### config.mk
export PLATFORM = sky130hd
export DESIGN_NAME = updn_strobe_counter
export DESIGN_NICKNAME = d
export VERILOG_FILES = /design/src/rtl/cnt_pkg.sv /design/src/rtl/cnt_sync.sv /design/src/rtl/cnt_ctrl.sv /design/src/rtl/cnt_core.sv /design/src/rtl/updn_strobe_counter.sv
export SDC_FILE = /design/constraint.sdc
export NUM_CORES = 1
export LEC_CHECK = 0
export BUFFER_PORTS_ARGS = -buffer_cell sky130_fd_sc_hd__buf_2
export CAP_MARGIN = 10
export CORE_MARGIN = 5
export CORE_UTILIZATION = 50
export CTS_CLUSTER_DIAMETER = 40
export DETAILED_ROUTE_END_ITERATION = 8
export PLACE_DENSITY = 0.75
export SLEW_MARGIN = 15
export SYNTH_ARGS = -nofsm -noshare
export SYNTH_HDL_FRONTEND = slang
export SYNTH_SLANG_ARGS = --single-unit
### constraint.sdc
create_clock -name clk -period 2.7 [get_ports clk]
set_input_delay 0.54 -clock clk [delete_from_list [all_inputs] [get_ports clk]]
set_output_delay 0.54 -clock clk [all_outputs]
set_load 0.05 [all_outputs]
### src/rtl/cnt_pkg.sv
package cnt_pkg;
    typedef enum logic [1:0] {
        MODE_CLEAR = 2'd0,
        MODE_LOAD  = 2'd1,
        MODE_RUN   = 2'd2
    } mode_e;

    typedef enum logic [2:0] {
        ACT_HOLD = 3'd0,
        ACT_ZERO = 3'd1,
        ACT_LOAD = 3'd2,
        ACT_INC  = 3'd3,
        ACT_DEC  = 3'd4,
        ACT_BAD  = 3'd5
    } act_e;
endpackage

### src/rtl/cnt_sync.sv
module cnt_sync #(
    parameter int          W      = 1,
    parameter int          STAGES = 2,
    parameter logic [W-1:0] INIT  = '0
) (
    input  logic         clk,
    input  logic         rst_n,
    input  logic [W-1:0] d,
    output logic [W-1:0] q
);
    logic [STAGES-1:0][W-1:0] chain;

    always_ff @(posedge clk or negedge rst_n) begin
        if (!rst_n) begin
            chain <= {STAGES{INIT}};
        end else begin
            chain <= {chain[STAGES-2:0], d};
        end
    end

    assign q = chain[STAGES-1];
endmodule

### src/rtl/cnt_ctrl.sv
module cnt_ctrl
    import cnt_pkg::*;
(
    input  logic  clk,
    input  logic  rst_n,
    input  logic  up_s,
    input  logic  dn_s,
    input  logic  ld_n_s,
    input  logic  clr_s,
    output act_e  act,
    output logic  err
);
    mode_e state_q, state_d;
    logic  up_p, dn_p;
    logic  up_rise, dn_rise;

    always_ff @(posedge clk or negedge rst_n) begin
        if (!rst_n) begin
            state_q <= MODE_CLEAR;
            up_p    <= 1'b1;
            dn_p    <= 1'b1;
            err     <= 1'b0;
        end else begin
            state_q <= state_d;
            up_p    <= up_s;
            dn_p    <= dn_s;
            err     <= (act == ACT_BAD);
        end
    end

    always_comb begin
        state_d = state_q;
        unique case (state_q)
            MODE_CLEAR: if (!clr_s) state_d = ld_n_s ? MODE_RUN : MODE_LOAD;
            MODE_LOAD: begin
                if (clr_s)       state_d = MODE_CLEAR;
                else if (ld_n_s) state_d = MODE_RUN;
            end
            MODE_RUN: begin
                if (clr_s)        state_d = MODE_CLEAR;
                else if (!ld_n_s) state_d = MODE_LOAD;
            end
            default: state_d = MODE_CLEAR;
        endcase
    end

    assign up_rise = up_s & ~up_p;
    assign dn_rise = dn_s & ~dn_p;

    always_comb begin
        act = ACT_HOLD;
        unique case (state_q)
            MODE_CLEAR: act = ACT_ZERO;
            MODE_LOAD:  act = ACT_LOAD;
            MODE_RUN: begin
                if (up_rise && dn_rise) act = ACT_BAD;
                else if (up_rise)       act = dn_s ? ACT_INC : ACT_BAD;
                else if (dn_rise)       act = up_s ? ACT_DEC : ACT_BAD;
            end
            default: act = ACT_HOLD;
        endcase
    end


    err_single_chk: assert property (@(posedge clk) disable iff (!rst_n)
        err |=> !err);


    clear_mode_chk: assert property (@(posedge clk) disable iff (!rst_n)
        (clr_s && state_q == MODE_CLEAR) |-> act == ACT_ZERO);
endmodule

### src/rtl/cnt_core.sv
module cnt_core
    import cnt_pkg::*;
#(
    parameter int W = 4
) (
    input  logic         clk,
    input  logic         rst_n,
    input  act_e         act,
    input  logic [W-1:0] din,
    input  logic         up_s,
    input  logic         dn_s,
    output logic [W-1:0] q,
    output logic         carry_n,
    output logic         borrow_n
);
    localparam logic [W-1:0] ONE  = W'(1);
    localparam logic [W-1:0] TOPV = '1;

    always_ff @(posedge clk or negedge rst_n) begin
        if (!rst_n) begin
            q <= '0;
        end else begin
            unique case (act)
                ACT_ZERO: q <= '0;
                ACT_LOAD: q <= din;
                ACT_INC:  q <= q + ONE;
                ACT_DEC:  q <= q - ONE;
                default:  q <= q;
            endcase
        end
    end

    assign carry_n  = ~((q == TOPV) & ~up_s);
    assign borrow_n = ~((q == '0)   & ~dn_s);


    inc_step_chk: assert property (@(posedge clk) disable iff (!rst_n)
        act == ACT_INC |=> q == $past(q) + ONE);


    dec_step_chk: assert property (@(posedge clk) disable iff (!rst_n)
        act == ACT_DEC |=> q == $past(q) - ONE);


    clear_zero_chk: assert property (@(posedge clk) disable iff (!rst_n)
        act == ACT_ZERO |=> q == '0);


    load_copy_chk: assert property (@(posedge clk) disable iff (!rst_n)
        act == ACT_LOAD |=> q == $past(din));


    bad_hold_chk: assert property (@(posedge clk) disable iff (!rst_n)
        act == ACT_BAD |=> $stable(q));
endmodule

### src/rtl/updn_strobe_counter.sv
module updn_strobe_counter
    import cnt_pkg::*;
#(
    parameter int CNT_W       = 4,
    parameter int SYNC_STAGES = 2
) (
    input  logic             clk,
    input  logic             rst_n,
    input  logic             up_stb,
    input  logic             dn_stb,
    input  logic             load_n,
    input  logic             clear,
    input  logic [CNT_W-1:0] din,
    output logic [CNT_W-1:0] q,
    output logic             carry_n,
    output logic             borrow_n,
    output logic             step_err
);
    localparam int          CTL_W    = 4;
    localparam logic [3:0]  CTL_IDLE = 4'b1110;

    logic [CTL_W-1:0] ctl_raw, ctl_s;
    logic             up_s, dn_s, ld_n_s, clr_s;
    act_e             act;

    assign ctl_raw = {up_stb, dn_stb, load_n, clear};

    cnt_sync #(.W(CTL_W), .STAGES(SYNC_STAGES), .INIT(CTL_IDLE)) u_sync (
        .clk   (clk),
        .rst_n (rst_n),
        .d     (ctl_raw),
        .q     (ctl_s)
    );

    assign {up_s, dn_s, ld_n_s, clr_s} = ctl_s;

    cnt_ctrl u_ctrl (
        .clk    (clk),
        .rst_n  (rst_n),
        .up_s   (up_s),
        .dn_s   (dn_s),
        .ld_n_s (ld_n_s),
        .clr_s  (clr_s),
        .act    (act),
        .err    (step_err)
    );

    cnt_core #(.W(CNT_W)) u_core (
        .clk      (clk),
        .rst_n    (rst_n),
        .act      (act),
        .din      (din),
        .up_s     (up_s),
        .dn_s     (dn_s),
        .q        (q),
        .carry_n  (carry_n),
        .borrow_n (borrow_n)
    );


    carry_gate_chk: assert property (@(posedge clk) disable iff (!rst_n)
        !carry_n |-> (!up_s && q == '1));


    borrow_gate_chk: assert property (@(posedge clk) disable iff (!rst_n)
        !borrow_n |-> (!dn_s && q == '0));
endmodule

Word level (Yosys, flattened, before mapping)
Index checks and enable logic that the tools add are counted.
{"block": "totals", "ff_bits": 17, "inputBits": 10, "out_inout_bits": 7, "wordCells": 49}
{"block": "op_classes", "addsub": 2, "eq_ne": 11, "n_mux": 14, "n_bitwise": 10, "n_reduce_logical": 5}
{"op": "$pmux 4 s4", "count": 1}
{"op": "$mux 2", "count": 6}
{"op": "$mux 3", "count": 4}
{"op": "$pmux 3 s3", "count": 1}
{"op": "$eq 3x2->1 const B", "count": 2}
{"op": "$eq 3x3->1 const B", "count": 2}
{"op": "$ne 3x3->1 const B", "count": 2}
{"op": "$not 1->1", "count": 6}
{"op": "$pmux 2 s3", "count": 1}
{"op": "$add 4x1->4 const B", "count": 1}
{"op": "$and 1x1->1", "count": 4}
{"op": "$eq 4x4->1 const B", "count": 1}
{"op": "$logic_not 4->1", "count": 1}
{"op": "$reduce_bool 4->1", "count": 1}
{"op": "$sub 4x1->4 const B", "count": 1}
{"op": "$eq 3x1->1 const B", "count": 1}
{"op": "$reduce_and 3->1", "count": 1}
{"op": "$eq 2x1->1 const B", "count": 1}
{"op": "$eq 2x2->1 const B", "count": 1}
{"op": "$logic_not 2->1", "count": 1}
{"op": "$ne 2x2->1 const B", "count": 1}
{"op": "$logic_and 1x1->1", "count": 1}
{"op": "$mux 1", "count": 1}

Longest topological paths before layout
Gate-level depths: netlist of run 1.
{"block": "depth", "ltp_word": 8, "depth_mapped": 7}

Hierarchy
From an unflattened synthesis of run 1, not the netlist that was laid out.
{"block": "hier_totals", "hier_cells": 86, "area_unflattened_um2": 907.1}
{"mod": "cnt_core", "n_inst": 1, "cells_each": 54, "area_each_um2": 442.9}
{"mod": "cnt_sync", "n_inst": 1, "cells_each": 12, "area_each_um2": 237.7}
{"mod": "cnt_ctrl", "n_inst": 1, "cells_each": 20, "area_each_um2": 226.5}

Least setup slack after synthesis of run 1
OpenSTA, ideal clock, no wires.
{"block": "synth_timing", "kind": "reg-to-reg", "startpoint": "register u_sync.chain (netlist bit u_sync.q[2])", "endpoint": "register u_core.q[3]", "setup_ns": 0.137, "arrival_ns": 1.933, "path_slack_ns": 0.630, "path_stages_with_launch": 8, "n_path_buf": 0, "period_less_slack_ns": 2.070, "path_cell_list": "dfstp_2 nand4b_4 nor3b_2 ha_1 a21o_1 a21oi_1 mux2i_1 a32oi_1"}
{"block": "synth_between", "elab_chain_len": 7, "word_cells_on_any_way": 13, "cone_classes": "4 x eq/ne; 6 x mux; 1 x bitwise; 2 x reduce/logical"}
{"element": "start, declared", "line": "cnt_sync.sv:11", "text": "logic [STAGES-1:0][W-1:0] chain;"}
{"element": "start signal, assigned", "line": "cnt_sync.sv:15", "text": "chain <= {STAGES{INIT}};"}
{"element": "start signal, assigned", "line": "cnt_sync.sv:17", "text": "chain <= {chain[STAGES-2:0], d};"}
{"element": "$and 1x1->1", "line": "cnt_ctrl.sv:48", "text": "assign dn_rise = dn_s & ~dn_p;"}
{"element": "$mux 3", "line": "cnt_ctrl.sv:58", "text": "else if (dn_rise) act = up_s ? ACT_DEC : ACT_BAD;"}
{"element": "$mux 3", "line": "cnt_ctrl.sv:57", "text": "else if (up_rise) act = dn_s ? ACT_INC : ACT_BAD;"}
{"element": "$mux 3 (*)", "line": "cnt_ctrl.sv:56", "text": "if (up_rise && dn_rise) act = ACT_BAD;"}
{"element": "$pmux 3 s3 (*)", "line": "cnt_ctrl.sv:52", "text": "unique case (state_q)"}
{"element": "$eq 3x3->1, or another cell as far along", "line": "cnt_core.sv:23", "text": "unique case (act)"}
{"element": "$pmux 4 s4 or $reduce_bool 4->1 (tied branches)"}
{"element": "end signal, assigned", "line": "cnt_core.sv:25", "text": "ACT_LOAD: q <= din;"}
{"element": "end signal, assigned", "line": "cnt_core.sv:26", "text": "ACT_INC: q <= q + ONE;"}
{"element": "end signal, assigned", "line": "cnt_core.sv:27", "text": "ACT_DEC: q <= q - ONE;"}
{"element": "end, declared", "line": "cnt_core.sv:12", "text": "output logic [W-1:0] q,"}
Every way passes the cells marked *; elsewhere a longest branch is shown, timed or not.
A chain may end at the register's enable or synchronous reset.

Final worst setup path of run 1
Same ends and word-level chain as after synthesis.

==> results of run 1 <==
## state kept, by name, indices dropped and copies added, names as in the netlist
name / count
u_core.q: 4
u_ctrl.dn_p: 1
u_ctrl.err: 1
u_ctrl.state_q: 2
u_ctrl.up_p: 1
u_sync.chain: 4
u_sync.q: 4
## per-stage QoR
stage                     power, mW  instance area (sq um)  util, %  worst slack (ns)  hold slack [ns]
after global placement        0.429                    836     61.9             0.535            0.334
after floorplan               0.393                    737        -             0.630            0.244
final                         0.559                    863     63.9             0.435            0.147
after CTS                     0.568                    863     63.9             0.436            0.152
after detailed placement      0.432                    836     61.9             0.451            0.337
after global routing          0.595                    863     63.9             0.291            0.154
## path summary, 6_finish.rpt
path | depth (start not counted) | slack, ns | from | to
setup / recovery | 7 | 0.44 | u_sync.q[2] | u_core.q[3]
hold / removal | 1 | 0.15 | rst_n | u_core.q[3]
setup reg to reg | 7 | 0.44 | u_sync.q[2] | u_core.q[3]
hold reg to reg | 0 | 0.36 | u_sync.chain[0] | u_sync.q[0]
max in group asynchronous | 1 | 2.24 | rst_n | u_sync.q[1]
min in group clk | 1 | 0.34 | up_stb | u_sync.chain[3]
## layout by cell type, fill, tap and decap left out
cell type / n
o31ai_1: 1
nor3b_2: 1
xor2_1: 1
and2b_4: 1
a221oi_1: 1
nand3_1: 1
mux2i_1: 2
nor3b_1: 2
and2_1: 1
nand2_1: 3
clkbuf_4: 3
fa_1: 1
a22oi_1: 1
o21ai_0: 1
a21boi_1: 1
buf_2: 16
clkinv_2: 1
nor2_1: 3
nor3_1: 1
a32oi_1: 1
xnor2_1: 1
inv_1: 3
o31a_1: 1
nand4b_4: 1
dfstp_2: 8
ha_1: 2
nor2b_1: 1
a21oi_1: 4
a21o_1: 1
dfrtp_1: 9
a222oi_1: 2
## routing by layer
| layer | routed length [microns] | track usage (%) | part of all wire (%) |
|---|---|---|---|
| met5 | 0 | 0 | 0 |
| met4 | 17 | 5.53 | 1.3 |
| met3 | 83 | 4.28 | 6.4 |
| met2 | 619 | 21.3 | 47 |
| met1 | 586 | 15.0 | 45 |
## cells by family after synthesis
family          after synthesis
flops                        17
compound gates               14
simple gates                 15
mux                           2
xor+xnor                      2
fa+ha+maj                     3
buf+inv                       3
## worst max-delay path, delay by kind of cell (launching register included)
family	cells	cell delay (ns)
fa+ha+maj	1	0.30
mux	1	0.25
simple gates	2	0.47
compound gates	3	0.52
flops	1	0.61
## synthesized netlist by cell type (all sizes together)
library cell,count
a21boi,1
a21o,1
a21oi,4
a221oi,1
a222oi,2
a22oi,1
a32oi,1
and2,1
and2b,1
dfrtp,9
dfstp,8
fa,1
ha,2
inv,3
mux2i,2
nand2,3
nand3,1
nand4b,1
nor2,3
nor2b,1
nor3,1
nor3b,3
o21ai,1
o31a,1
o31ai,1
xnor2,1
xor2,1
## power groups by stage
stage / sequential (mW) / combinational, mW / clock [mW]
5_1_grt: 0.309 / 0.131 / 0.155
3_5_place_dp: 0.309 / 0.123 / 0
6_report: 0.304 / 0.122 / 0.133
4_1_cts: 0.304 / 0.123 / 0.141
3_3_place_gp: 0.308 / 0.121 / 0
2_1_floorplan: 0.343 / 0.0500 / 0
## area by class of cell
type | count | area share, %
multi-input combinational | 36 | 33.6
tap | 15 | 2.17
timing repair buffer | 16 | 9.28
inverter | 3 | 1.30
clock inverter | 1 | 0.580
sequential | 17 | 50.4
clock buffer | 3 | 2.61
==> out/metrics.cfg, run 1 <==
[route]
via_count = 504
initialDrtViolationCount = 17
avgRoutedWirePerCell_microns = 14.3
vias_per_cell = 5.54
dr.pass1.iters = 4
ant_nets = 0
drc_errors = 0
wl_mm = 1.31

[timing]
period_share_pct = 83.9
rsz0062_at_grt = false
max_freq_mhz = 442
slew-limit-headroom_pct = 75.8
layout_min_cycle_time_ns = 2.26
worstMarginPinSlew_ns = 0.363
finalSetupTns_ns = 0
finalMaxSlewViolations = 0
finalSetupViolCount = 0
hold_viol_final = 0
fin_skew_ns = 0.00345

[clocking]
cts_max_path_buffers = 2
cts.sinks = 17
cts_root_buf = clkbuf_4
cts_max_level = 1
post_cts_buffers = 0
cts.clk_slew.worst_paths_ns = 0.10
cts.repair.resized = 0
clk_latency_ns = 0.29
cts_tree = yes
numCtsBuffers = 3
ctsHoldBuffers = 0

[yosys]
synth_adder_area_share_pct = 6.11
synth-simple-area-share_pct = 14.4
synthTopCellsByArea = dfrtp_1 (31%), dfstp_2 (29%), ha_1 (3.4%)
yosys_warnings = 0
ys_seq_elements = 17
synthesis.nets = 69
synth_compound_area_share_pct = 13.8
synth.area.mux_share_pct = 2.72
yosysSeqAreaShare_pct = 59.1
syn-cell-area_sq_um = 737
synth_cell_types = 28
synth_top_family_by_area = simple AND/OR/NAND/NOR gates
yosys.area.top_type = dfrtp_1
syn_inst = 56
synth_xor_area_share_pct = 2.38
synth_top_area_share_pct = 30.6
syn_avg_cell_area_sq_um = 13.2

[pwr]
power_density_nw_per_um2 = 648
ir_drop_mv = 0.422
pwr-share-comb_pct = 21.9
internal_power_mw = 0.373
p_clk_share_pct = 23.7
switching_power_mw = 0.186
power_leakage_nw = 0.442
switching_share_pct = 33.2
power_frac_seq_pct = 54.4

[setup_path]
cpPeakStageDelay_ns = 0.61
slowest_stage = dfstp_2
worst_ep_arrival_time_ns = 2.43
crit_path_max_fanout = 6
cp-end-kind = flip-flop
critical_path_class = flip-flop to flip-flop
start_kind = flip-flop
cp_data_required_time_ns = 2.87
cp_cell_sequence = nand4b_4 -> nor3b_2 -> ha_1 -> a21o_1 -> a21oi_1 -> mux2i_1 -> a32oi_1

[global_routing]
antenna_found_initial = 0
overflow = 0
grt_pass1_vias = 570
grt_start_max_net_pins = 18
grt_pass1_wl_mm = 2.41
grt.total_usage_pct = 12.9

[floorplanning]
boundaryPins = 17
die_area_sq_um = 2340
initial_utilization_pct = 54.6
core_sq_um = 1350
row_count = 13
die_h_microns = 48.4
die_w_microns = 48.4

[finish]
area_growth_pct = 17.1
antenna_cells = 0
drive_gt1_share_pct = 40.8
multiInputGateArea_sq_um = 290
instances_no_fill = 91
fillCellCount = 103
seqCellArea_sq_um = 435
num-nets-final = 90

[flow_run]
cap_violations = 0

[outcome]
status = complete, no violations

[placement]
place_inst = 87
hpwlAfterDp_mm = 1.01
gp_congestion = 0.769
port_buffers = 16

[worst_hold_path]
hold_path.class = input port to asynchronous set/reset pin

(Power assumes the default switching activity.)
==> run 2: changes to the inputs <==
Clock period 2.7 ns to 2.2 ns, I/O delays scaled along.
==> out/metrics.cfg, run 2 (same netlist as run 1, synthesis figures left out) <==
[setup_path]
start_kind = flip-flop
r2r_slack_ns = 0.14  ; -0.29 ns
slowest_stage = dfstp_2
cp_data_required_time_ns = 2.37  ; -0.50 ns
critical_path_class = flip-flop to flip-flop
worstReg2RegStart = u_sync.q[2]
cp_cell_sequence = nand4b_4 -> nor3b_2 -> buf_4 -> fa_1 -> a222oi_1 -> inv_1
crit_path_max_fanout = 6  ; unchanged
path_buf_inv = 2  ; +2
cp-end-kind = flip-flop
r2r_end = u_core.q[1]
critical_path.top_delay_family = flip-flops
rr_worst_depth = 6  ; -1
cpPeakStageDelay_ns = 0.62  ; about the same
worst_ep_arrival_time_ns = 2.23  ; -0.20 ns

[global_routing]
grt_pass1_vias = 504  ; -12%
grt_start_max_net_pins = 18  ; unchanged
grt_pass1_wl_mm = 2.30  ; -4.3%
overflow = 0  ; unchanged
antenna_found_initial = 0  ; unchanged
grt.total_usage_pct = 11.9  ; -1.0 points

[floorplanning]
boundaryPins = 17  ; unchanged
core_sq_um = 1350  ; unchanged
die_w_microns = 48.4  ; unchanged
die_area_sq_um = 2340  ; unchanged
die_h_microns = 48.4  ; unchanged
initial_utilization_pct = 54.6  ; unchanged
row_count = 13  ; unchanged

[clocking]
cts.sinks = 17  ; unchanged
clk_latency_ns = 0.28  ; about the same
ctsHoldBuffers = 0  ; unchanged
cts_tree = yes
cts_max_level = 1  ; unchanged
cts_max_path_buffers = 2  ; unchanged
cts_root_buf = clkbuf_4
cts.clk_slew.worst_paths_ns = 0.10  ; about the same
numCtsBuffers = 3  ; unchanged

[route]
dr.pass1.iters = 4  ; unchanged
vias_per_cell = 5.59  ; +0.88%
wl_mm = 1.30  ; -0.69%
drc_errors = 0  ; unchanged
initialDrtViolationCount = 31  ; +14
via_count = 514  ; +2.0%
avgRoutedWirePerCell_microns = 14.1  ; -1.8%
ant_nets = 0  ; unchanged

[timing]
finalMaxSlewViolations = 0  ; unchanged
finalSetupViolCount = 0  ; unchanged
layout_min_cycle_time_ns = 2.06  ; -0.209 ns
fin_skew_ns = 0.00150  ; -0.00195 ns
finalSetupTns_ns = 0  ; unchanged
rsz0062_at_grt = false
worst_hold_slack_ns = 0.0492  ; -0.0977 ns
slew-limit-headroom_pct = 76.1  ; +0.34 points
max_freq_mhz = 486  ; +10%
worstMarginPinSlew_ns = 0.358  ; -0.00511 ns
hold_viol_final = 0  ; unchanged
period_share_pct = 93.4  ; +9.6 points

[pwr]
switching_power_mw = 0.230  ; +24%
pwr-share-comb_pct = 21.7  ; -0.2 points
ir_drop_mv = 0.496  ; +18%
power_frac_seq_pct = 54.2  ; -0.2 points
power_density_nw_per_um2 = 787  ; +21%
power_leakage_nw = 0.445  ; +0.54%
internal_power_mw = 0.460  ; +23%
p_clk_share_pct = 24.1  ; +0.4 points
switching_share_pct = 33.3  ; +0.12 points

[placement]
gp_congestion = 0.736  ; -4.4%
hpwlAfterDp_mm = 1.01  ; about the same
port_buffers = 16  ; unchanged
place_area_sq_um = 843  ; +0.90%
place_inst = 88  ; +1.1%

[outcome]
status = complete, no violations

[finish]
instances_no_fill = 92  ; +1.1%
area_growth_pct = 19.0
final_cell_mix = buf_2 (16), dfrtp_1 (9), dfstp_2 (8)
final_common_cell = buf_2
antenna_cells = 0  ; unchanged
design_area_sq_um = 877  ; +1.6%
num-nets-final = 91  ; +1.1%
multiInputGateArea_sq_um = 294  ; +1.3%
drive_gt1_share_pct = 42.9  ; +2.1 points
fillCellCount = 99  ; -3.9%
seqCellArea_sq_um = 435  ; unchanged
top_regs = u_core.q: 4 flops, u_sync.chain: 4 flops, u_sync.q: 4 flops

[worst_hold_path]
hold_path.class = input port to asynchronous set/reset pin

[flow_run]
cap_violations = 0  ; unchanged

## run 2: changes by cell type in the layout (fill, tap and decap cells not counted)
cell,delta
clkinv_2,-1
a21oi_2,+1
a21oi_1,-1
clkinvlp_4,+1
buf_4,+1
## run 2: layout make-up
type,instances,share of cell area [%]
Clock inverter,1,0.856
Multi-Input combinational cell,36,33.5
Timing Repair Buffer,17,9.99
Tap cell,15,2.14
Sequential cell,17,49.6
Clock buffer,3,2.57
Inverter,3,1.28
## run 2: worst max-delay path by stage
| stage | start | to | slack (ns) | depth (start not counted) |
|---|---|---|---|---|
| after floorplan | u_sync.q[2] | u_core.q[3] | 0.13 | 7 |
| final | u_sync.q[2] | u_core.q[1] | 0.14 | 6 |
| after global routing | u_sync.q[2] | u_core.q[1] | 0.003 | 6 |
| after detailed placement | u_sync.q[2] | u_core.q[3] | 0.14 | 7 |
| after global placement | u_sync.q[2] | u_core.q[3] | 0.19 | 7 |
| after CTS | u_sync.q[2] | u_core.q[3] | 0.11 | 7 |
## run 2: timing repair
item | in CTS | in global routing
resized for setup | 0 | 1
setup buffers | 0 | 0
endpoints found under the setup margin | 0 | 1
## run 2: routing by layer
layer  part of all wire (%)  global-route usage, %  vias up
li1                       -                      -      246
met1                     48                   18.3      252
met2                     44                   16.7       16
met3                    7.6                   2.45        0
met4                      0                   2.76        0
met5                      0                      0        -
## run 2: worst reg2reg max path: cells and delay by family (launching register included)
| kind | cells | cell delay [ns] |
|---|---|---|
| and+or+nand+nor | 2 | 0.34 |
| adders and majority gates | 1 | 0.42 |
| DFF | 1 | 0.62 |
| AOI/OAI and AO/OA | 1 | 0.33 |
| buffers and inverters | 2 | 0.23 |
## run 2: power by group through the flow
stage	clock [mW]	combinational (mW)	sequential [mW]
2_1_floorplan	0	0.0614	0.420
3_3_place_gp	0	0.149	0.377
3_5_place_dp	0	0.149	0.379
4_1_cts	0.173	0.150	0.374
5_1_grt	0.184	0.162	0.379
6_report	0.166	0.150	0.374
## run 2: through the flow
stage | setup slack [ns] | utilization (%) | power, mW
after floorplan | 0.130 | - | 0.482
after detailed placement | 0.142 | 62.5 | 0.529
after global placement | 0.193 | 62.5 | 0.526
after CTS | 0.115 | 64.7 | 0.697
final | 0.144 | 65.0 | 0.690
after global routing | 0.00274 | 65.0 | 0.726
